<file path="config.mk">
export PLATFORM = sky130hd
export DESIGN_NAME = fifo_flag_reg
export DESIGN_NICKNAME = d
export VERILOG_FILES = /design/src/rtl/ffr_pkg.sv /design/src/rtl/ffr_rst_sync.sv /design/src/rtl/ffr_occ_track.sv /design/src/rtl/ffr_flag_bank.sv /design/src/rtl/ffr_bus_port.sv /design/src/rtl/fifo_flag_reg.sv
export SDC_FILE = /design/constraint.sdc
export NUM_CORES = 1
export LEC_CHECK = 0
export CAP_MARGIN = 20
export CELL_PAD_IN_SITES_DETAIL_PLACEMENT = 2
export CELL_PAD_IN_SITES_GLOBAL_PLACEMENT = 2
export CORE_UTILIZATION = 30
export DETAILED_ROUTE_END_ITERATION = 10
export DONT_BUFFER_PORTS = 1
export GPL_TIMING_DRIVEN = 0
export PLACE_DENSITY = 0.77
export SLEW_MARGIN = 5
export SYNTH_ARGS = -nofsm -noshare
export SYNTH_HDL_FRONTEND = slang
export SYNTH_SLANG_ARGS = --single-unit
</file>
<file path="constraint.sdc">
create_clock -name clk -period 1.2 [get_ports clk]
set_input_delay 0.24 -clock clk [delete_from_list [all_inputs] [get_ports clk]]
set_output_delay 0.24 -clock clk [all_outputs]
set_load 0.01 [all_outputs]
</file>
<file path="src/rtl/ffr_pkg.sv">
package ffr_pkg;
  localparam int unsigned REG_W   = 8;
  localparam int unsigned NUM_IRQ = 4;
  localparam int unsigned NUM_CH  = 2;
  localparam int unsigned CH_TX   = 0;
  localparam int unsigned CH_RX   = 1;

  // Flag order matches the read image, bit 7 down to bit 4.
  typedef struct packed {
    logic tx_err;
    logic rx_err;
    logic tx_ovf;
    logic rx_ovf;
  } stat_flags_t;

  function automatic logic [REG_W-1:0] pack_image(input stat_flags_t f);
    return {f, {NUM_IRQ{1'b0}}};
  endfunction
endpackage

</file>
<file path="src/rtl/ffr_rst_sync.sv">
module ffr_rst_sync #(
  parameter int unsigned STAGES = 2
) (
  input  logic clk,
  input  logic rst_n,
  output logic rst_sync_n
);
  logic [STAGES-1:0] chain_q;

  always_ff @(posedge clk or negedge rst_n) begin
    if (!rst_n) chain_q <= '0;
    else        chain_q <= {chain_q[STAGES-2:0], 1'b1};
  end

  assign rst_sync_n = chain_q[STAGES-1];
endmodule

</file>
<file path="src/rtl/ffr_occ_track.sv">
module ffr_occ_track #(
  parameter int unsigned DEPTH = 8,
  parameter int unsigned CNT_W = 4
) (
  input  logic             clk,
  input  logic             rst_n,
  input  logic             push,
  input  logic             pop,
  input  logic             force_ld,
  input  logic [CNT_W-1:0] force_val,
  output logic [CNT_W-1:0] level,
  output logic             full,
  output logic             accept,
  output logic             overflow,
  output logic             corrupt,
  output logic             flush
);
  localparam logic [CNT_W-1:0] DEPTH_C = CNT_W'(DEPTH);
  localparam logic [CNT_W-1:0] ONE_C   = CNT_W'(1);

  logic [CNT_W-1:0] lvl_q, lvl_d;
  logic             flush_q, flush_d;
  logic             room, take, give;

  always_comb begin
    corrupt  = (lvl_q > DEPTH_C);
    room     = (lvl_q < DEPTH_C);
    take     = push && room && !force_ld;
    give     = pop && (lvl_q != '0) && !corrupt && !force_ld;
    overflow = push && !room;
    lvl_d    = lvl_q;
    flush_d  = 1'b0;
    if (corrupt) begin
      lvl_d   = '0;
      flush_d = 1'b1;
    end else if (force_ld) begin
      lvl_d = force_val;
    end else if (take && !give) begin
      lvl_d = lvl_q + ONE_C;
    end else if (give && !take) begin
      lvl_d = lvl_q - ONE_C;
    end
  end

  always_ff @(posedge clk or negedge rst_n) begin
    if (!rst_n) begin
      lvl_q   <= '0;
      flush_q <= 1'b0;
    end else begin
      lvl_q   <= lvl_d;
      flush_q <= flush_d;
    end
  end

  assign level  = lvl_q;
  assign full   = !room;
  assign accept = take;
  assign flush  = flush_q;
endmodule

</file>
<file path="src/rtl/ffr_flag_bank.sv">
module ffr_flag_bank
  import ffr_pkg::*;
(
  input  logic        clk,
  input  logic        rst_n,
  input  logic        ovf_tx,
  input  logic        ovf_rx,
  input  logic        err_tx,
  input  logic        err_rx,
  input  logic        rd_clr,
  output stat_flags_t flags
);
  stat_flags_t flags_q, flags_d, drop, raise;

  always_comb begin
    drop  = rd_clr ? flags_q : '0;
    raise = '{tx_err: 1'b0, rx_err: 1'b0, tx_ovf: ovf_tx, rx_ovf: ovf_rx};
    if (err_tx || err_rx) begin
      flags_d = '{tx_err: err_tx, rx_err: err_rx, tx_ovf: 1'b0, rx_ovf: 1'b0};
    end else begin
      flags_d = (flags_q & ~drop) | raise;
    end
  end

  always_ff @(posedge clk or negedge rst_n) begin
    if (!rst_n) flags_q <= '0;
    else        flags_q <= flags_d;
  end

  assign flags = flags_q;
endmodule

</file>
<file path="src/rtl/ffr_bus_port.sv">
module ffr_bus_port
  import ffr_pkg::*;
#(
  parameter int unsigned      ADDR_W   = 4,
  parameter logic [ADDR_W-1:0] REG_ADDR = 4'h9
) (
  input  logic               clk,
  input  logic               rst_n,
  input  logic [ADDR_W-1:0]  addr,
  input  logic               rd,
  input  logic               wr,
  input  logic [REG_W-1:0]   wdata,
  input  logic               clr_enable,
  input  logic [REG_W-1:0]   image,
  output logic               rd_hit,
  output logic [REG_W-1:0]   rdata,
  output logic [NUM_IRQ-1:0] irq_clear
);
  logic               hit;
  logic [REG_W-1:0]   rdata_q, rdata_d;
  logic [NUM_IRQ-1:0] irq_q, irq_d;
  logic               unused_wdata_hi;

  // Upper write bits address read-only flags and are discarded.
  assign unused_wdata_hi = ^wdata[REG_W-1:NUM_IRQ];

  always_comb begin
    hit     = (addr == REG_ADDR);
    rd_hit  = rd && hit;
    rdata_d = rd_hit ? image : '0;
    irq_d   = (wr && hit && clr_enable) ? wdata[NUM_IRQ-1:0] : '0;
  end

  always_ff @(posedge clk or negedge rst_n) begin
    if (!rst_n) begin
      rdata_q <= '0;
      irq_q   <= '0;
    end else begin
      rdata_q <= rdata_d;
      irq_q   <= irq_d;
    end
  end

  assign rdata     = rdata_q;
  assign irq_clear = irq_q;
endmodule

</file>
<file path="src/rtl/fifo_flag_reg.sv">
module fifo_flag_reg
  import ffr_pkg::*;
#(
  parameter int unsigned       DEPTH    = 8,
  parameter int unsigned       ADDR_W   = 4,
  parameter logic [ADDR_W-1:0] REG_ADDR = 4'h9,
  localparam int unsigned      CNT_W    = $clog2(DEPTH + 1)
) (
  input  logic               clk,
  input  logic               rst_n,
  input  logic [ADDR_W-1:0]  bus_addr,
  input  logic               bus_rd,
  input  logic               bus_wr,
  input  logic [REG_W-1:0]   bus_wdata,
  output logic [REG_W-1:0]   bus_rdata,
  input  logic               clr_enable,
  output logic [NUM_IRQ-1:0] irq_clear,
  input  logic               tx_push,
  input  logic               tx_pop,
  input  logic               rx_push,
  input  logic               rx_pop,
  output logic               tx_accept,
  output logic               rx_accept,
  output logic               tx_full,
  output logic               rx_full,
  output logic [CNT_W-1:0]   tx_level,
  output logic [CNT_W-1:0]   rx_level,
  output logic               tx_flush,
  output logic               rx_flush,
  input  logic               test_force_tx,
  input  logic               test_force_rx,
  input  logic [CNT_W-1:0]   test_level
);
  logic              rst_core_n;
  logic [NUM_CH-1:0] push_v, pop_v, force_v;
  logic [NUM_CH-1:0] full_v, acc_v, ovf_v, err_v, flush_v;
  logic [CNT_W-1:0]  lvl_v [NUM_CH];
  logic              rd_hit;
  stat_flags_t       stat_q;

  ffr_rst_sync #(.STAGES(2)) i_rst_sync (
    .clk        (clk),
    .rst_n      (rst_n),
    .rst_sync_n (rst_core_n)
  );

  assign push_v[CH_TX]  = tx_push;
  assign push_v[CH_RX]  = rx_push;
  assign pop_v[CH_TX]   = tx_pop;
  assign pop_v[CH_RX]   = rx_pop;
  assign force_v[CH_TX] = test_force_tx;
  assign force_v[CH_RX] = test_force_rx;

  for (genvar ch = 0; ch < NUM_CH; ch++) begin : g_chan
    ffr_occ_track #(.DEPTH(DEPTH), .CNT_W(CNT_W)) i_occ (
      .clk       (clk),
      .rst_n     (rst_core_n),
      .push      (push_v[ch]),
      .pop       (pop_v[ch]),
      .force_ld  (force_v[ch]),
      .force_val (test_level),
      .level     (lvl_v[ch]),
      .full      (full_v[ch]),
      .accept    (acc_v[ch]),
      .overflow  (ovf_v[ch]),
      .corrupt   (err_v[ch]),
      .flush     (flush_v[ch])
    );
  end

  ffr_flag_bank i_flags (
    .clk    (clk),
    .rst_n  (rst_core_n),
    .ovf_tx (ovf_v[CH_TX]),
    .ovf_rx (ovf_v[CH_RX]),
    .err_tx (err_v[CH_TX]),
    .err_rx (err_v[CH_RX]),
    .rd_clr (rd_hit),
    .flags  (stat_q)
  );

  ffr_bus_port #(.ADDR_W(ADDR_W), .REG_ADDR(REG_ADDR)) i_bus (
    .clk        (clk),
    .rst_n      (rst_core_n),
    .addr       (bus_addr),
    .rd         (bus_rd),
    .wr         (bus_wr),
    .wdata      (bus_wdata),
    .clr_enable (clr_enable),
    .image      (pack_image(stat_q)),
    .rd_hit     (rd_hit),
    .rdata      (bus_rdata),
    .irq_clear  (irq_clear)
  );

  assign tx_accept = acc_v[CH_TX];
  assign rx_accept = acc_v[CH_RX];
  assign tx_full   = full_v[CH_TX];
  assign rx_full   = full_v[CH_RX];
  assign tx_level  = lvl_v[CH_TX];
  assign rx_level  = lvl_v[CH_RX];
  assign tx_flush  = flush_v[CH_TX];
  assign rx_flush  = flush_v[CH_RX];
endmodule

</file>
======== Yosys cells after proc, flatten, opt, wreduce, memory -nomap -nowiden ========
Cells that the tools add are included.
W data, S select, Z words.
storage, ports and cells
  bits in registers ....................... 28
  input bits .............................. 27
  output and inout port bits .............. 26
  logic and storage cells ................. 71
cells by class
  add/sub/neg operators ................... 4
  order comparisons ....................... 4
  eq/ne operators ......................... 1
  multiplexer cells ....................... 14
  bitwise operators ....................... 3
  reductions and logical operators ........ 34
operators by type and width
  kind                   number
  $mux W4                11
  $logic_and A1 B1 Y1    19
  $reduce_bool A4 Y1     4
  $logic_not A1 Y1       10
  $add A4 B1 Y4 const B  2
  $gt A4 B4 Y1 const B   2
  $lt A4 B4 Y1 const B   2
  $mux W8                1
  $sub A4 B1 Y4 const B  2
  $and A4 B4 Y4          1
  $eq A4 B4 Y1 const B   1
  $not A4 Y4             1
  $or A4 B2 Y4           1
  $mux W1                2
  $logic_or A1 B1 Y1     1

======== Depth between registers and ports, before layout ========
Gate-level depths: netlist of run 1.
  word-level depth ........................ 9
  depth in mapped cells ................... 9
  depth with buffers taken out ............ 8

======== By module ========
From an unflattened synthesis of run 1, not the netlist that was laid out.
unflattened totals
  cell total of the unflattened synthesis .. 133
  area total of the unflattened synthesis .. 1423.9 um^2
modules (own cells, without submodules)
  module         times used  cells each  area an instance (um^2)  sequential area each (um^2)
  ffr_occ_track  2           43          390.4                    125.1
  ffr_bus_port   1           28          416.6                    300.3
  ffr_flag_bank  1           15          168.9                    100.1
  ffr_rst_sync   1           3           53.8                     50.0
  fifo_flag_reg  1           1           3.8                      0.0

======== Least setup slack after synthesis of run 1 ========
No wires, ideal clock.
  kind .................................... register to register
  from .................................... register g_chan[1].i_occ.lvl_q[3]
  to ...................................... register g_chan[1].i_occ.lvl_q[3]
  library setup time ...................... 0.082 ns
  arrival ................................. 2.234 ns
  data required time ...................... 1.118 ns
  path slack .............................. -1.116 ns
  cell stages (with the launch flop) ...... 9
  path buffers ............................ 1
  period minus slack after synthesis ...... 2.316 ns
  cell sequence ........................... dfrtp_1 > buf_4 > nor3b_1 > nand2_1 > ha_1 > a21oi_1 > nand2_1 > or3_1 > a31oi_1
between the ends
  elaborated cells on any way between the ends .. 20
  classes of those cells .................. 2 x add/sub; 2 x order compare; 4 x mux; 12 x reduce/logical
RTL lines
  what                                  line                 source
  start: declaration                    ffr_occ_track.sv:21  logic [CNT_W-1:0] lvl_q, lvl_d;
  start signal: assignment              ffr_occ_track.sv:50  lvl_q <= lvl_d;
  $lt A4 B4 Y1 (*)                      ffr_occ_track.sv:27  room = (lvl_q < DEPTH_C);
  $logic_and A1 B1 Y1 (*) (2 in a row)  ffr_occ_track.sv:28  take = push && room && !force_ld;
  named net rx_accept                   fifo_flag_reg.sv:23  output logic rx_accept,
  $logic_and A1 B1 Y1                   ffr_occ_track.sv:38  end else if (take && !give) begin
  $mux W4                               ffr_occ_track.sv:38
  $mux W4                               ffr_occ_track.sv:36  end else if (force_ld) begin
  $mux W4                               ffr_occ_track.sv:33  if (corrupt) begin
Mark *: on every way through the listed nets, which the timed path passes. The rest lies on a longest branch. The select of a mux whose other input is x is not followed.
A chain may end at the register's enable or synchronous reset.

======== Final worst setup path of run 1 ========
  from .................................... register g_chan[1].i_occ.lvl_q[3]
  to ...................................... register g_chan[1].i_occ.lvl_q[1]
Same word-level chain as after synthesis.

==> flow_summary.json, run 1 <==
{
  "yosys-top-cells-count": "dfrtp_1, nand2_1, inv_1",
  "synth-xor-area-share_pct": 2.32,
  "cts_buffer_depth": 2,
  "synth_top_area_cell": "dfrtp_1",
  "synth_simple_gate_area_share_pct": 19.4,
  "ys.flop_type": "dfrtp_1",
  "dp_hpwl_mm": 3.15,
  "postSynthCellCount": 159,
  "synth_edf_count": 0,
  "fmaxAchievable_mhz": 482,
  "io_pins": 53,
  "die-area_um2": 5330,
  "synth-compound-area-share_pct": 19.4,
  "avgSynthCellArea_um2": 9.51,
  "viasPerCell": 5.08,
  "drc": 0,
  "fin_total_pwr_mw": 5.31,
  "wl_per_cell_um": 18.0,
  "nNetsFinal": 216,
  "drive_gt1_share_pct": 44.0,
  "core_um2": 4790,
  "rows": 25,
  "yosys_warnings": 0,
  "final_cells": 249,
  "holdPathStages": 1,
  "status": "finished, violations left",
  "clock_latency_ps": 280,
  "finalCritPeriodShare_pct": 173,
  "power.density_nw_per_um2": 2550,
  "cp.arrival_ps": 2290,
  "ys_types": 43,
  "final_antenna_net_count": 0,
  "cts_buffers": 3,
  "grt_pass1_vias": 1424,
  "ir_drop_uv": 1170,
  "grt_overflow": 0,
  "pre_cts_slack_ps": -1010,
  "syn-cell-area_um2": 1510,
  "cts-root-buf": "clkbuf_8",
  "leakage_nw": 0.915,
  "synth_top_area_share_pct": 39.7,
  "timing_worst_slew_pin_value_ps": 920,
  "min_path_type": "input port to register",
  "io_buffers": 0,
  "hold_violations": 0,
  "grt_usage_pct": 18.1,
  "die_h_um": 73.0,
  "synth-async-reset-ratio_pct": 100,
  "totalWireLength_mm": 4.49,
  "crit_type": "register to register",
  "synth_top_family_by_area": "compound AO/OA/AOI/OAI gates",
  "grt_pass1_wl_mm": 7.30,
  "antenna_found_initial": 0,
  "vias": 1264,
  "clk_pin_slew_ps": 90,
  "setup_viol": 16,
  "yosysSeqAreaShare_pct": 39.7,
  "synthAdderAreaFrac_pct": 5.96,
  "first_iter_violations": 18,
  "drv_cap": 0,
  "reg2regPathDepth": 9,
  "rsz0062_at_grt": "yes",
  "diodes": 0,
  "synth_mux_area_share_pct": 2.81,
  "fp.dieW_um": 73.0,
  "fin_skew_ps": 5.49,
  "synth.top_cells.by_area": "dfrtp_1, buf_4, a2111oi_4",
  "cp.required_ps": 1420,
  "fin_ws_ps": -876,
  "cts_tree": "done",
  "place_congestion": 0.762,
  "maxSlewHeadroom_pct": 38.6,
  "finalWorstPathRequiredPeriod_ps": 2080,
  "cts_sinks": 24,
  "htree_levels": 1,
  "dp.cells": 229,
  "slew_viol_final": 0,
  "violations": "setup timing",
  "yosysMostFrequentCell": "dfrtp_1",
  "critPathLaunchType": "register",
  "area_growth_pct": 37.8,
  "path_max_fanout": 6,
  "start_util_pct": 31.6,
  "grt_max_degree": 23,
  "crit_path_end_kind": "register",
  "synth-seq-cells": 24,
  "firstDrtPassIters": 4
}
[final timing paths]
path,start,endpoint,slack (ps)
worst max-delay path,g_chan[1].i_occ.level[3],g_chan[1].i_occ.level[1],-880
max in group asynchronous,i_rst_sync.chain_q[1],g_chan[0].i_occ.level[1],200
worst max register to register,g_chan[1].i_occ.level[3],g_chan[1].i_occ.level[1],-880
min in group asynchronous,rst_n,i_rst_sync.chain_q[0],190
worst min register to register,i_rst_sync.chain_q[0],i_rst_sync.chain_q[1],360
worst min-delay path,bus_wdata[3],i_bus.irq_clear[3],90
[where the power goes]
part | internal (mW) | total, mW | switching [mW] | leakage [nW]
Combinational | 1.59 | 3.09 | 1.50 | 0.575
Clock | 0.447 | 0.732 | 0.285 | 0.0357
Sequential | 1.04 | 1.49 | 0.449 | 0.304
Total | 3.08 | 5.31 | 2.23 | 0.915
[through the flow]
stage	setup TNS (ps)	cell area [µm²]	util (%)	hold slack, ps
after detailed placement	-7220	1720	35.9	-55.5
after CTS	-7530	1970	41.2	82.3
after floorplan	-4510	1640	-	-55.6
final	-7630	2080	43.5	93.0
after global placement	-6190	1720	35.9	-55.5
after global routing	-8840	2080	43.5	87.2
[timing repair]
| item | 4_1_cts | 5_1_grt |
|---|---|---|
| setup buffers | 9 | 6 |
| hold endpoints to repair | 2 | 0 |
| gates resized for setup | 27 | 15 |
| setup endpoints to repair | 16 | 17 |
| hold buffers | 1 | 0 |
| pin swaps | 15 | 9 |
[state kept, by name, summed over array words and instances, names as in the netlist]
| register | cells |
|---|---|
| i_bus.rdata | 4 |
| i_bus.irq_clear | 4 |
| g_chan.i_occ.flush | 2 |
| i_flags.flags | 4 |
| g_chan.i_occ.level | 8 |
| i_rst_sync.chain_q | 2 |
[placed cells by master (no fill, tap or decap), types with 3 or more instances in the layout]
master	Yosys	routed
a21oi_1	8	5
a22oi_1	3	3
a31oi_1	3	3
and2_1	6	5
and3_1	5	5
buf_4	8	14
buf_6	2	10
clkbuf_1	5	3
clkbuf_8	0	4
conb_1	2	5
dfrtp_1	24	20
dfrtp_2	0	4
ha_4	0	3
inv_1	11	7
inv_2	0	4
nand2_1	13	6
nand2_2	0	3
nand3_1	6	3
nand3_2	0	3
nor2_1	8	6
o21ai_1	3	4
o21ai_2	0	6
[critical path, stage by stage (launching register included)]
cell     delay [ps]
dfrtp_2         490
buf_6           150
nor3b_4         260
nand2_2         140
inv_2            80
fa_1            400
nor2_1          130
a21oi_1          60
a21oi_1         180
o31a_1          130
[metal layers]
layer,routed length (µm),track usage (%),part of all wire [%]
met1,1850,20.5,41
met2,2360,32.9,53
met3,211,4.83,4.7
met4,65,5.66,1.4
met5,0,0,0
[cell families after synthesis]
logic type,count (synthesis)
AND/OR/NAND/NOR,53
adder cells (fa/ha/maj),6
flip-flops,24
other,2
AO/OA/AOI/OAI,39
XOR/XNOR,4
multiplexers,4
buffers and inverters,27
[cell type report]
| class | instances | area (µm²) |
|---|---|---|
| Buffer | 16 | 128 |
| Clock buffer | 3 | 41.3 |
| Clock inverter | 1 | 30.0 |
| Fill cell | 507 | 2700 |
| Inverter | 11 | 41.3 |
| Multi-Input combinational cell | 111 | 1000 |
| Sequential cell | 24 | 606 |
| Tap cell | 67 | 83.8 |
| Timing Repair Buffer | 16 | 153 |
No activity file was read; power rests on OpenSTA's default activity.
==> run 2, diff against run 1 <==
CORE_ASPECT_RATIO = 0.5   (was not set)
==> flow_summary.json, run 2 (synthesis results as in run 1) <==
{
  "antenna_found_initial": 0,
  "layout_commonest_cell": "dfrtp_1",
  "firstDrtPassIters": 6,
  "final_cell_mix": "dfrtp_1, buf_4, inv_1, buf_6, nand2_1",
  "critPathLaunchType": "register",
  "dp_hpwl_mm": 2.90,
  "fill_cells": 507,
  "crit_path_end_kind": "register",
  "grt_overflow": 0,
  "cts_buffers": 3,
  "power.density_nw_per_um2": 2460,
  "crit_type": "register to register",
  "start_util_pct": 32.7,
  "violations": "setup timing",
  "largest_reg_flops": 8,
  "holdPathEnd": "i_bus.irq_clear[2]",
  "grt_pass1_vias": 1344,
  "nNetsFinal": 215,
  "rsz0062_at_grt": "yes",
  "final_antenna_net_count": 0,
  "grt_max_degree": 23,
  "rr_startpoint": "g_chan[1].i_occ.level[3]",
  "area_growth_pct": 34.4,
  "clock_latency_ps": 270,
  "io_buffers": 0,
  "leakage_nw": 0.886,
  "hold_violations": 0,
  "vias": 1265,
  "die-area_um2": 5340,
  "cts_sinks": 24,
  "htree_levels": 1,
  "drc": 0,
  "status": "finished, violations left",
  "drive_gt1_share_pct": 42.5,
  "ff_latch_area_um2": 607,
  "core_um2": 4620,
  "holdPathStages": 1,
  "first_iter_violations": 66,
  "timing_worst_slew_pin_value_ps": 932,
  "cp.arrival_ps": 2310,
  "worstHoldStart": "bus_wdata[2]",
  "min_path_type": "input port to register",
  "diodes": 0,
  "fp.dieW_um": 102,
  "final_cells": 247,
  "path_max_fanout": 6,
  "reg2regPathDepth": 9,
  "viasPerCell": 5.12,
  "io_pins": 53,
  "dp.cells": 228,
  "setup_viol": 16,
  "r2r_end": "g_chan[1].i_occ.level[1]",
  "rows": 17,
  "reg2reg_slack_ps": -900,
  "die_h_um": 52.2,
  "clk_pin_slew_ps": 80,
  "ir_drop_uv": 663,
  "drv_cap": 0,
  "fin_skew_ps": 4.90,
  "cts_buffer_depth": 2,
  "cts-root-buf": "clkbuf_8",
  "fin_ws_ps": -905,
  "maxSlewHeadroom_pct": 37.9,
  "place_congestion": 0.755,
  "totalWireLength_mm": 4.58,
  "fmaxAchievable_mhz": 475,
  "holdWs_ps": 97.7,
  "cts_tree": "done",
  "grt_pass1_wl_mm": 6.98,
  "wl_per_cell_um": 18.5,
  "multi_input_area_um2": 983,
  "finalCritPeriodShare_pct": 175,
  "grt_usage_pct": 17.6,
  "finalWorstPathRequiredPeriod_ps": 2100,
  "slew_viol_final": 0,
  "cp.required_ps": 1410
}
-- run 2: cell types whose count changed in the layout (fill, tap and decap cells not counted), sizes merged --
cell,previous run,this run
bufinv,1,0
-- run 2: layout make-up --
class	count	share of cell area (%)
plain buffers	16	6.16
well taps	66	4.07
inverters	11	2.03
flip-flops and latches	24	29.9
multi-input cells	111	48.4
repair buffers	15	7.21
clock buffers	4	2.22
-- run 2: report_power, final --
| group | switching [mW] | internal (mW) | total, mW |
|---|---|---|---|
| Clock | 0.252 | 0.237 | 0.490 |
| Sequential | 0.446 | 1.04 | 1.49 |
| Combinational | 1.51 | 1.51 | 3.02 |
-- run 2: routing by layer --
| layer | up-vias | share of wire (%) | global-route usage, % |
|---|---|---|---|
| met5 | - | 0 | 0 |
| met4 | 0 | 1.2 | 2.86 |
| met3 | 4 | 4.8 | 4.00 |
| met2 | 28 | 49 | 31.4 |
| met1 | 640 | 45 | 22.3 |
| li1 | 593 | - | - |
-- run 2: how the worst max path moves through the flow --
| stage | endpoint | from | slack, ps | cells past startpoint |
|---|---|---|---|---|
| floorplan | g_chan[1].i_occ.level[3] | g_chan[1].i_occ.level[3] | -710 | 8 |
| global placement | g_chan[1].i_occ.level[3] | g_chan[1].i_occ.level[0] | -910 | 7 |
| detailed placement | g_chan[1].i_occ.level[3] | g_chan[1].i_occ.level[0] | -960 | 7 |
| CTS | g_chan[1].i_occ.level[3] | g_chan[1].i_occ.level[3] | -940 | 8 |
| global route | g_chan[1].i_occ.level[1] | g_chan[1].i_occ.level[3] | -1020 | 9 |
| finish | g_chan[1].i_occ.level[1] | g_chan[1].i_occ.level[3] | -900 | 9 |
-- run 2: stage by stage --
step | utilization [%] | power, mW | setup TNS [ps] | area, µm² | worst slack (ps)
after global routing | 44.0 | 5.33 | -8650 | 2030 | -1020
after floorplan | - | 3.05 | -4510 | 1640 | -712
after detailed placement | 37.2 | 3.51 | -6770 | 1720 | -958
after global placement | 37.2 | 3.41 | -6350 | 1720 | -913
final | 44.0 | 5.00 | -7560 | 2030 | -905
after CTS | 41.4 | 4.51 | -7970 | 1910 | -941
-- run 2: timing repair --
action	4_1_cts	5_1_grt
hold endpoints to repair	2	0
pin swaps	15	11
endpoints found under the setup margin	16	16
resized for setup	14	22
setup buffers	10	4
hold buffers	1	0
-- run 2: critical path, stage by stage (launching register included) --
cell	delay, ps
dfrtp_2	490
buf_6	160
nor3b_4	260
nand2_2	130
inv_1	90
fa_1	450
nor2_2	120
a21oi_1	50
a21oi_1	150
o31a_1	140
